[config.mk]
export PLATFORM = sky130hd
export DESIGN_NAME = reexec_seq
export DESIGN_NICKNAME = d
export VERILOG_FILES = /design/src/rtl/reexec_pkg.sv /design/src/rtl/reexec_regcopy.sv /design/src/rtl/reexec_fsm.sv /design/src/rtl/reexec_seq.sv
export SDC_FILE = /design/constraint.sdc
export NUM_CORES = 1
export LEC_CHECK = 0
export ABC_AREA = 1
export BUFFER_PORTS_ARGS = -buffer_cell sky130_fd_sc_hd__buf_2
export CAP_MARGIN = 20
export CORE_MARGIN = 5
export CORE_UTILIZATION = 43
export CTS_CLUSTER_SIZE = 8
export DETAILED_ROUTE_END_ITERATION = 12
export PLACE_DENSITY = 0.73
export SYNTH_ARGS = -nofsm -noshare
export SYNTH_HDL_FRONTEND = slang
export SYNTH_SLANG_ARGS = --single-unit
[constraint.sdc]
create_clock -name clk -period 1.61 [get_ports clk]
set_clock_uncertainty 0.05 [all_clocks]
set_input_delay 0.322 -clock clk [delete_from_list [all_inputs] [get_ports clk]]
set_output_delay 0.322 -clock clk [all_outputs]
set_load 0.02 [all_outputs]
[src/rtl/reexec_pkg.sv]
// Package: types shared by the re-execution recovery sequencer.
// Assumes nothing beyond a standard SystemVerilog package scope.
package reexec_pkg;

    // Recovery sequencer states.
    typedef enum logic [2:0] {
        RS_IDLE     = 3'd0,
        RS_ROLLBACK = 3'd1,
        RS_STEP     = 3'd2,
        RS_SYNC     = 3'd3,
        RS_COMPARE  = 3'd4,
        RS_COPY     = 3'd5,
        RS_FAIL     = 3'd6
    } rcv_state_e;

endpackage

[src/rtl/reexec_regcopy.sv]
// Module: register-file copy pacer. While enabled, it emits one register index
// per cycle from 0 to NREGS-1. It then waits for the mute core's completion
// handshake and reports when the copy is finished.
// Assumes: NREGS >= 2, and en_i stays high for the whole copy phase.
module reexec_regcopy #(
    parameter int NREGS = 32,
    localparam int IDX_W = $clog2(NREGS)
) (
    input  logic             clk,
    input  logic             rst_n,
    input  logic             en_i,
    input  logic             copy_done_i,
    output logic             valid_o,
    output logic [IDX_W-1:0] idx_o,
    output logic             fin_o
);

    localparam logic [IDX_W-1:0] LAST_IDX = IDX_W'(NREGS - 1);

    logic [IDX_W-1:0] cnt_q;
    logic             sent_q;

    assign valid_o = en_i && !sent_q;
    assign idx_o   = cnt_q;
    assign fin_o   = en_i && sent_q && copy_done_i;

    // Advance the index once per cycle and mark when the last index has gone out.
    always_ff @(posedge clk) begin
        if (!rst_n || !en_i) begin
            cnt_q  <= '0;
            sent_q <= 1'b0;
        end else if (valid_o) begin
            if (cnt_q == LAST_IDX) begin
                sent_q <= 1'b1;
            end else begin
                cnt_q <= cnt_q + 1'b1;
            end
        end
    end


    idx_step_chk: assert property (@(posedge clk) disable iff (!rst_n)
        (valid_o && idx_o != LAST_IDX) |=> (valid_o && idx_o == $past(idx_o) + 1'b1));

endmodule

[src/rtl/reexec_fsm.sv]
// Module: recovery state machine. It captures both rollback confirmations,
// tracks whether the second phase is active, and drives the one-cycle resume pulse.
// Assumes: the handshake inputs are single-cycle pulses or levels that are
// sampled only in the state that waits for them.
module reexec_fsm
    import reexec_pkg::*;
(
    input  logic       clk,
    input  logic       rst_n,
    input  logic       mismatch_i,
    input  logic       rb_vocal_done_i,
    input  logic       rb_mute_done_i,
    input  logic       step_ack_i,
    input  logic       step_mem_i,
    input  logic       sync_ack_i,
    input  logic       cmp_done_i,
    input  logic       cmp_match_i,
    input  logic       copy_fin_i,
    output rcv_state_e state_o,
    output logic       phase2_o,
    output logic       resume_o
);

    rcv_state_e state_q, state_d;
    logic       vocal_seen_q, mute_seen_q, both_rolled;
    logic       phase2_q, resume_q;

    assign both_rolled = (vocal_seen_q || rb_vocal_done_i) && (mute_seen_q || rb_mute_done_i);
    assign state_o     = state_q;
    assign phase2_o    = phase2_q;
    assign resume_o    = resume_q;

    // Next-state selection.
    always_comb begin
        state_d = state_q;
        unique case (state_q)
            RS_IDLE:     if (mismatch_i) state_d = RS_ROLLBACK;
            RS_ROLLBACK: if (both_rolled) state_d = RS_STEP;
            RS_STEP:     if (step_ack_i && step_mem_i) state_d = RS_SYNC;
            RS_SYNC:     if (sync_ack_i) state_d = RS_COMPARE;
            RS_COMPARE: begin
                if (cmp_done_i) begin
                    if (cmp_match_i)   state_d = RS_IDLE;
                    else if (phase2_q) state_d = RS_FAIL;
                    else               state_d = RS_COPY;
                end
            end
            RS_COPY:     if (copy_fin_i) state_d = RS_STEP;
            RS_FAIL:     state_d = RS_FAIL;
            default:     state_d = RS_FAIL;
        endcase
    end

    // State register.
    always_ff @(posedge clk) begin
        if (!rst_n) state_q <= RS_IDLE;
        else        state_q <= state_d;
    end

    // Hold each core's rollback confirmation until both have been seen.
    always_ff @(posedge clk) begin
        if (!rst_n || state_q != RS_ROLLBACK) begin
            vocal_seen_q <= 1'b0;
            mute_seen_q  <= 1'b0;
        end else begin
            vocal_seen_q <= vocal_seen_q || rb_vocal_done_i;
            mute_seen_q  <= mute_seen_q  || rb_mute_done_i;
        end
    end

    // Phase flag: set on the first failed compare, cleared on return to idle.
    always_ff @(posedge clk) begin
        if (!rst_n)                                                   phase2_q <= 1'b0;
        else if (state_q == RS_COMPARE && cmp_done_i && !cmp_match_i) phase2_q <= 1'b1;
        else if (state_d == RS_IDLE)                                  phase2_q <= 1'b0;
    end

    // One-cycle resume pulse after a matching compare.
    always_ff @(posedge clk) begin
        if (!rst_n) resume_q <= 1'b0;
        else        resume_q <= (state_q == RS_COMPARE) && cmp_done_i && cmp_match_i;
    end


    rollback_hold_chk: assert property (@(posedge clk) disable iff (!rst_n)
        (state_q == RS_ROLLBACK && !rb_vocal_done_i && !rb_mute_done_i) |=> (state_q == RS_ROLLBACK));


    sync_hold_chk: assert property (@(posedge clk) disable iff (!rst_n)
        (state_q == RS_SYNC && !sync_ack_i) |=> (state_q == RS_SYNC));


    resume_pulse_chk: assert property (@(posedge clk) disable iff (!rst_n)
        resume_q |=> !resume_q);


    fail_sticky_chk: assert property (@(posedge clk) disable iff (!rst_n)
        (state_q == RS_FAIL) |=> (state_q == RS_FAIL && phase2_q));


    busy_ignore_chk: assert property (@(posedge clk) disable iff (!rst_n)
        (state_q == RS_STEP && !step_ack_i) |=> (state_q == RS_STEP));

endmodule

[src/rtl/reexec_seq.sv]
// Module: top level of the two-phase re-execution recovery sequencer. It decodes
// the state into the request handshakes and joins the state machine to the copy pacer.
// Assumes: the request outputs are levels, and each is held until its handshake returns.
module reexec_seq
    import reexec_pkg::*;
#(
    parameter int NREGS = 32,
    localparam int IDX_W = $clog2(NREGS)
) (
    input  logic             clk,
    input  logic             rst_n,
    input  logic             mismatch_i,
    input  logic             rb_vocal_done_i,
    input  logic             rb_mute_done_i,
    output logic             rollback_req_o,
    output logic             step_req_o,
    input  logic             step_ack_i,
    input  logic             step_mem_i,
    output logic             sync_req_o,
    input  logic             sync_ack_i,
    output logic             cmp_req_o,
    input  logic             cmp_done_i,
    input  logic             cmp_match_i,
    output logic             copy_valid_o,
    output logic [IDX_W-1:0] copy_idx_o,
    input  logic             copy_done_i,
    output logic             phase2_o,
    output logic             resume_o,
    output logic             uce_o
);

    rcv_state_e state;
    logic       copy_fin;

    reexec_fsm u_fsm (
        .clk             (clk),
        .rst_n           (rst_n),
        .mismatch_i      (mismatch_i),
        .rb_vocal_done_i (rb_vocal_done_i),
        .rb_mute_done_i  (rb_mute_done_i),
        .step_ack_i      (step_ack_i),
        .step_mem_i      (step_mem_i),
        .sync_ack_i      (sync_ack_i),
        .cmp_done_i      (cmp_done_i),
        .cmp_match_i     (cmp_match_i),
        .copy_fin_i      (copy_fin),
        .state_o         (state),
        .phase2_o        (phase2_o),
        .resume_o        (resume_o)
    );

    reexec_regcopy #(.NREGS(NREGS)) u_copy (
        .clk         (clk),
        .rst_n       (rst_n),
        .en_i        (state == RS_COPY),
        .copy_done_i (copy_done_i),
        .valid_o     (copy_valid_o),
        .idx_o       (copy_idx_o),
        .fin_o       (copy_fin)
    );

    // Decode each state into its handshake request.
    always_comb begin
        rollback_req_o = (state == RS_ROLLBACK);
        step_req_o     = (state == RS_STEP);
        sync_req_o     = (state == RS_SYNC);
        cmp_req_o      = (state == RS_COMPARE);
        uce_o          = (state == RS_FAIL);
    end


    one_request_chk: assert property (@(posedge clk) disable iff (!rst_n)
        $onehot0({rollback_req_o, step_req_o, sync_req_o, cmp_req_o, copy_valid_o}));


    uce_quiet_chk: assert property (@(posedge clk) disable iff (!rst_n)
        uce_o |=> (uce_o && !rollback_req_o && !step_req_o && !sync_req_o && !cmp_req_o && !copy_valid_o));

endmodule

==> results of run 1 <==
power by group:
part | leakage (uW) | internal (uW) | switching, uW | total, uW
clock | 0.0000150 | 96.4 | 119 | 216
sequential | 0.000108 | 327 | 9.36 | 336
combinational | 0.000382 | 35.4 | 60.0 | 95.3
total | 0.000504 | 459 | 189 | 647
final timing paths:
path	from	end	slack, ns
worst min-delay path	rb_mute_done_i	u_fsm.mute_seen_q$_SDFF_PP0_	0.23
worst min register to register	u_fsm.vocal_seen_q$_SDFF_PP0_	u_fsm.vocal_seen_q$_SDFF_PP0_	0.41
worst max-delay path	u_copy.idx_o[1]$_SDFFE_PP0P_	u_copy.idx_o[3]$_SDFFE_PP0P_	0.05
worst max register to register	u_copy.idx_o[1]$_SDFFE_PP0P_	u_copy.idx_o[3]$_SDFFE_PP0P_	0.05
critical path: cells and delay by family (launching register included):
kind            cells  cell delay [ns]
buf+inv             2             0.11
compound gates      1             0.12
fa+ha+maj           2             0.33
flops               1             0.37
simple gates        5             0.50
routing by layer:
layer | track usage | part of all wire
met5 | 0 | 0
met4 | 0.0638 | 0.021
met3 | 0.0296 | 0.057
met2 | 0.199 | 0.47
met1 | 0.168 | 0.45
cells in the mapped netlist:
cell type,count
nor2_4,1
inv_1,17
nor4_1,1
o21ai_0,1
nand3_1,7
nand4_2,1
nand2_4,1
nor3_1,2
or2_2,1
dfxtp_1,13
a21oi_1,8
clkinv_2,1
nand4_1,1
nor3b_1,1
nand2_1,29
nand3_2,1
or2_0,1
ha_1,2
nor2_1,18
inv_2,1
logic make-up after synthesis:
logic type,Yosys count
and+or+nand+nor,65
buffers and inverters,19
DFF,13
AOI/OAI and AO/OA,9
adders and majority gates,2
per-stage QoR:
stage | TNS [ns] | hold WS [ns] | worst slack [ns]
floorplan | 0 | 0.370 | 0.00421
global placement | 0 | 0.391 | 0.0368
detailed placement | -0.0280 | 0.395 | -0.0280
CTS | 0 | 0.235 | 0.0270
global route | -0.0218 | 0.248 | -0.0194
finish | 0 | 0.228 | 0.0537
cell type report:
cell class | instances | area share
multi-input combinational | 76 | 0.441
tap | 16 | 0.0207
sequential | 13 | 0.279
inverter | 19 | 0.0815
clock buffer | 4 | 0.0272
timing repair buffer | 27 | 0.150
flip-flops by register name, indices dropped and copies added, names as in the netlist:
signal,count
u_copy.idx_o,5
u_copy.sent_q,1
u_fsm.mute_seen_q,1
u_fsm.phase2_o,1
u_fsm.resume_o,1
u_fsm.state_o,3
u_fsm.vocal_seen_q,1
repair_timing:
action	in CTS	in global routing
pin swaps	4	7
resized for setup	6	11
setup endpoints to repair	3	4
hold buffers	0	0
setup buffers	1	1
==> reports/results.tsv, run 1 <==
stage	metric	value	unit
synthesis	yosys.area_share.simple	0.426	
placement	dpl_cell_area	862	um^2
critical_path	slowest_stage	dfxtp_4	
clocking	cts_num_sinks	13	
placement	place_hpwl	1230	um
placement	dpl.cell_count	149	
clocking	numCtsBuffers	3	
global_route	grt_pass1_vias	645	
synthesis	ys_ff_latch	13	
final_layout	postLayoutCellArea	967	um^2
drt	ant_nets	0	
synthesis	synth_cell_types	20	
run_status	status	completed	
drt	firstDrtPassIters	4	
final_layout	seqCellArea	270	um^2
synthesis	synth_compound_area_frac	0.0642	
final_layout	final_common_cell	nand2_1	
worst_hold_path	min_path_cells	3	
floorplanning	boundaryPins	24	
synthesis	synth_top_family_by_area	simple AND/OR/NAND/NOR gates	
critical_path	crit_path_end_kind	flop	
critical_path	worstPathCellList	ha_4 -> inv_4 -> nor2_4 -> ha_4 -> nor2_4 -> nand2_4 -> clkinv_4 -> nand4_4 -> or2_0 -> a21oi_1	
sta	hold_violations	0	
synthesis	syn_area	702	um^2
placement	place_congestion	0.796	
final_layout	nFillCells	134	
drt	num_vias	747	
flow_run	max_cap_viol_count	0	
sta	fmax	0.643	GHz
drt	drc	0	
critical_path	r2r.worst_path.cells	10	
sta	setup_viol	0	
critical_path	cp_max_fo	5	
floorplanning	start_util	0.461	
sta	worst_pin_slew	0.218	ns
final_layout	area_delta_synth_final	37.8	%
clocking	clockRootBuffer	clkbuf_4	
power	p_leak	0.000504	uW
floorplanning	row_count	14	
power	ir_drop	0.000472	V
sta	finalCritPeriodShare	0.967	
floorplanning	die_area	2540	um^2
synthesis	synth_nets	121	
clocking	max-clock-path-buffers	2	
synthesis	yosys_warnings	0	
drt	detailedRoute.firstIterationViolations	6	
synthesis	synth.largest_area_cell	dfxtp_1	
critical_path	critPathKind	reg -> reg	
sta	drv_slew	0	
floorplanning	die_w	50.4	um
final_layout	layout.nets	153	
final_layout	final_cell_mix	29 x nand2_1, 23 x buf_2, 16 x nor2_1	
synthesis	syn_inst	108	
drt	wl_per_cell	10.6	um
placement	io_buffers	23	
final_layout	layout.cells.non_filler	155	
synthesis	yosys.area_share.xor_xnor	0	
synthesis	synth.area.mux_share	0	
worst_hold_path	hold_path.class	in -> reg	
drt	routed_wirelength	1640	um
power	pwr_density_cell	669	nW/um^2
critical_path	cp.arrival	1.73	ns
global_route	track_usage	0.129	
global_route	antenna_found_initial	0	
sta	rsz0062_at_grt	yes	
clocking	path_clk_slew	0.08	ns
synthesis	seq_area_frac_synth	0.371	
critical_path	crit_required	1.78	ns
drt	vias_per_cell	4.82	
global_route	grt_max_degree	8	
clocking	clock_latency	0.28	ns
global_route	grt_first_pass_wirelength	2590	um
synthesis	syn_avg_cell_area	6.50	um^2
power	finalPower	647	uW
final_layout	postLayoutCoreUtil	0.635	
critical_path	cpPeakStageDelay	0.37	ns
final_layout	final_layout_size_suffix_gt1_frac	0.360	
critical_path	start_kind	flop	
synthesis	synthDominantCellAreaShare	0.371	
clocking	cts_tree	done	
sta	max_slew_margin	0.853	
synthesis	synthAdderAreaFrac	0.0357	
global_route	grt_remaining_overflow	0	
sta	finalCriticalPeriod	1.56	ns
floorplanning	core	1520	um^2
final_layout	diodes	0	
synthesis	synth_area_leaders	dfxtp_1 37%, nand2_1 16%, nor2_1 9.6%, inv_1 9.1%, a21oi_1 5.7%	
floorplanning	fp.dieH	50.4	um
final_layout	multiInputGateArea	427	um^2
clocking	ctsHtreeMaxLevel	1	
No activity file was read; power rests on OpenSTA's default activity.
==> run 2, diff against run 1 <==
--- a/config.mk
+++ b/config.mk
@@ -13,6 +13,8 @@
 export CTS_CLUSTER_SIZE = 8
 export DETAILED_ROUTE_END_ITERATION = 12
 export PLACE_DENSITY = 0.73
+export RECOVER_POWER = 100
+export SKIP_CTS_REPAIR_TIMING = 1
 export SYNTH_ARGS = -nofsm -noshare
 export SYNTH_HDL_FRONTEND = slang
 export SYNTH_SLANG_ARGS = --single-unit
==> reports/results.tsv, run 2 (synthesis results as in run 1) <==
stage	metric	value	unit
final_layout	postLayoutCoreUtil	0.616	
critical_path	crit_family	simple AND/OR/NAND/NOR gates	
final_layout	seqCellArea	269	um^2
drt	ant_nets	0	
sta	rsz0062_at_grt	yes	
clocking	numCtsBuffers	3	
drt	drc	0	
power	p_leak	0.000490	uW
critical_path	cpPeakStageDelay	0.37	ns
sta	hold_ws	0.230	ns
sta	setup_slack	0.0277	ns
global_route	track_usage	0.124	
power	seq_power_share	0.523	
critical_path	cp.arrival	1.75	ns
critical_path	crit_path_end_kind	flop	
sta	fin_setup_tns	0	ns
power	pwr_density_cell	685	nW/um^2
drt	firstDrtPassIters	3	
sta	fmax	0.632	GHz
critical_path	start_kind	flop	
final_layout	largest_reg_flops	5	
drt	routed_wirelength	1560	um
floorplanning	boundaryPins	24	
critical_path	critPathKind	reg -> reg	
sta	hold_violations	0	
floorplanning	die_w	50.4	um
drt	vias_per_cell	4.67	
worst_hold_path	hold_path.class	in -> reg	
power	power_switching	184	uW
final_layout	area_delta_synth_final	33.7	%
critical_path	worstPathCellList	ha_4 -> inv_4 -> nor2_4 -> ha_4 -> nor2_4 -> nand2_4 -> inv_4 -> nand4_4 -> or2_0 -> a21oi_1	
clocking	ctsHtreeMaxLevel	1	
critical_path	crit_required	1.78	ns
placement	io_buffers	23	
final_layout	diodes	0	
sta	worst_pin_slew	0.248	ns
drt	num_vias	714	
final_layout	final_cell_mix	29 x nand2_1, 22 x buf_2, 16 x nor2_1	
final_layout	final_layout_size_suffix_gt1_frac	0.321	
clocking	cts_tree	done	
floorplanning	die_area	2540	um^2
global_route	antenna_found_initial	0	
floorplanning	fp.dieH	50.4	um
critical_path	path_buf_inv	2	
flow_run	max_cap_viol_count	0	
power	power_frac_clock	0.330	
sta	drv_slew	0	
sta	finalCriticalPeriod	1.58	ns
global_route	grt_max_degree	8	
floorplanning	core	1520	um^2
clocking	max-clock-path-buffers	2	
floorplanning	row_count	14	
final_layout	final_common_cell	nand2_1	
run_status	status	completed	
placement	place_congestion	0.796	
drt	detailedRoute.firstIterationViolations	3	
global_route	grt_remaining_overflow	0	
sta	max_slew_margin	0.835	
sta	setup_viol	0	
floorplanning	start_util	0.461	
power	p_sw_frac	0.287	
power	intPower	458	uW
final_layout	layout.nets	151	
global_route	grt_first_pass_wirelength	2500	um
sta	finalCritPeriodShare	0.983	
placement	dp_slack	-0.0280	ns
critical_path	cp_max_fo	6	
clocking	cts_num_sinks	13	
global_route	grt_pass1_vias	623	
clocking	path_clk_slew	0.08	ns
drt	wl_per_cell	10.2	um
clocking	clockRootBuffer	clkbuf_4	
power	p_comb_frac	0.147	
placement	place_hpwl	1230	um
final_layout	multiInputGateArea	418	um^2
critical_path	slowest_stage	dfxtp_4	
clocking	clock_latency	0.28	ns
final_layout	nFillCells	146	
power	ir_drop	0.000473	V
==> run 2: cell count changes in the layout (fill, tap and decap cells not counted), sizes merged <==
cell | before | now
clkinv | 1 | 0
inv | 18 | 19
buf | 27 | 24
clkbuf | 4 | 5
==> run 2: stage by stage <==
step,std cells,cell area [um^2],power [uW]
floorplan,108,712,407
global placement,149,862,437
detailed placement,149,862,439
CTS,153,888,645
global route,153,938,676
finish,153,938,643
==> run 2: per-layer routing <==
layer  up-vias  global-route usage  wire length [um]
met5         -                   0                 0
met4         0              0.0638                36
li1        395                   -                 -
met1       298               0.168               732
met3         5              0.0296                92
met2        16               0.182               695
==> run 2: cell type report <==
class	instances	share of cell area
clock buffer	4	0.0280
inverter	19	0.0813
multi-input combinational	76	0.445
sequential	13	0.287
tap	16	0.0213
timing repair buffer	25	0.137
==> run 2: path summary, 6_finish.rpt <==
path	slack, ns	to	cells after the start	start
setup / recovery	0.03	u_copy.idx_o[3]$_SDFFE_PP0P_	10	u_copy.idx_o[1]$_SDFFE_PP0P_
hold / removal	0.23	u_fsm.mute_seen_q$_SDFF_PP0_	3	rb_mute_done_i
setup reg to reg	0.03	u_copy.idx_o[3]$_SDFFE_PP0P_	10	u_copy.idx_o[1]$_SDFFE_PP0P_
hold reg to reg	0.41	u_fsm.vocal_seen_q$_SDFF_PP0_	2	u_fsm.vocal_seen_q$_SDFF_PP0_
==> run 2: worst reg2reg max path, stage by stage (launching register included) <==
cell and delay, ns:
dfxtp_4 0.37, ha_4 0.17, inv_4 0.06, nor2_4 0.04, ha_4 0.16, nor2_4 0.10, nand2_4 0.08, inv_4 0.07
nand4_4 0.06, or2_0 0.23, a21oi_1 0.14
==> run 2: power groups by stage <==
| stage | combinational (uW) | sequential, uW | clock (uW) |
|---|---|---|---|
| after floorplan | 64.8 | 342 | 0 |
| after detailed placement | 94.7 | 344 | 0 |
| final | 94.4 | 336 | 212 |
| after global placement | 93.0 | 344 | 0 |
| after CTS | 95.0 | 336 | 214 |
| after global routing | 107 | 337 | 232 |
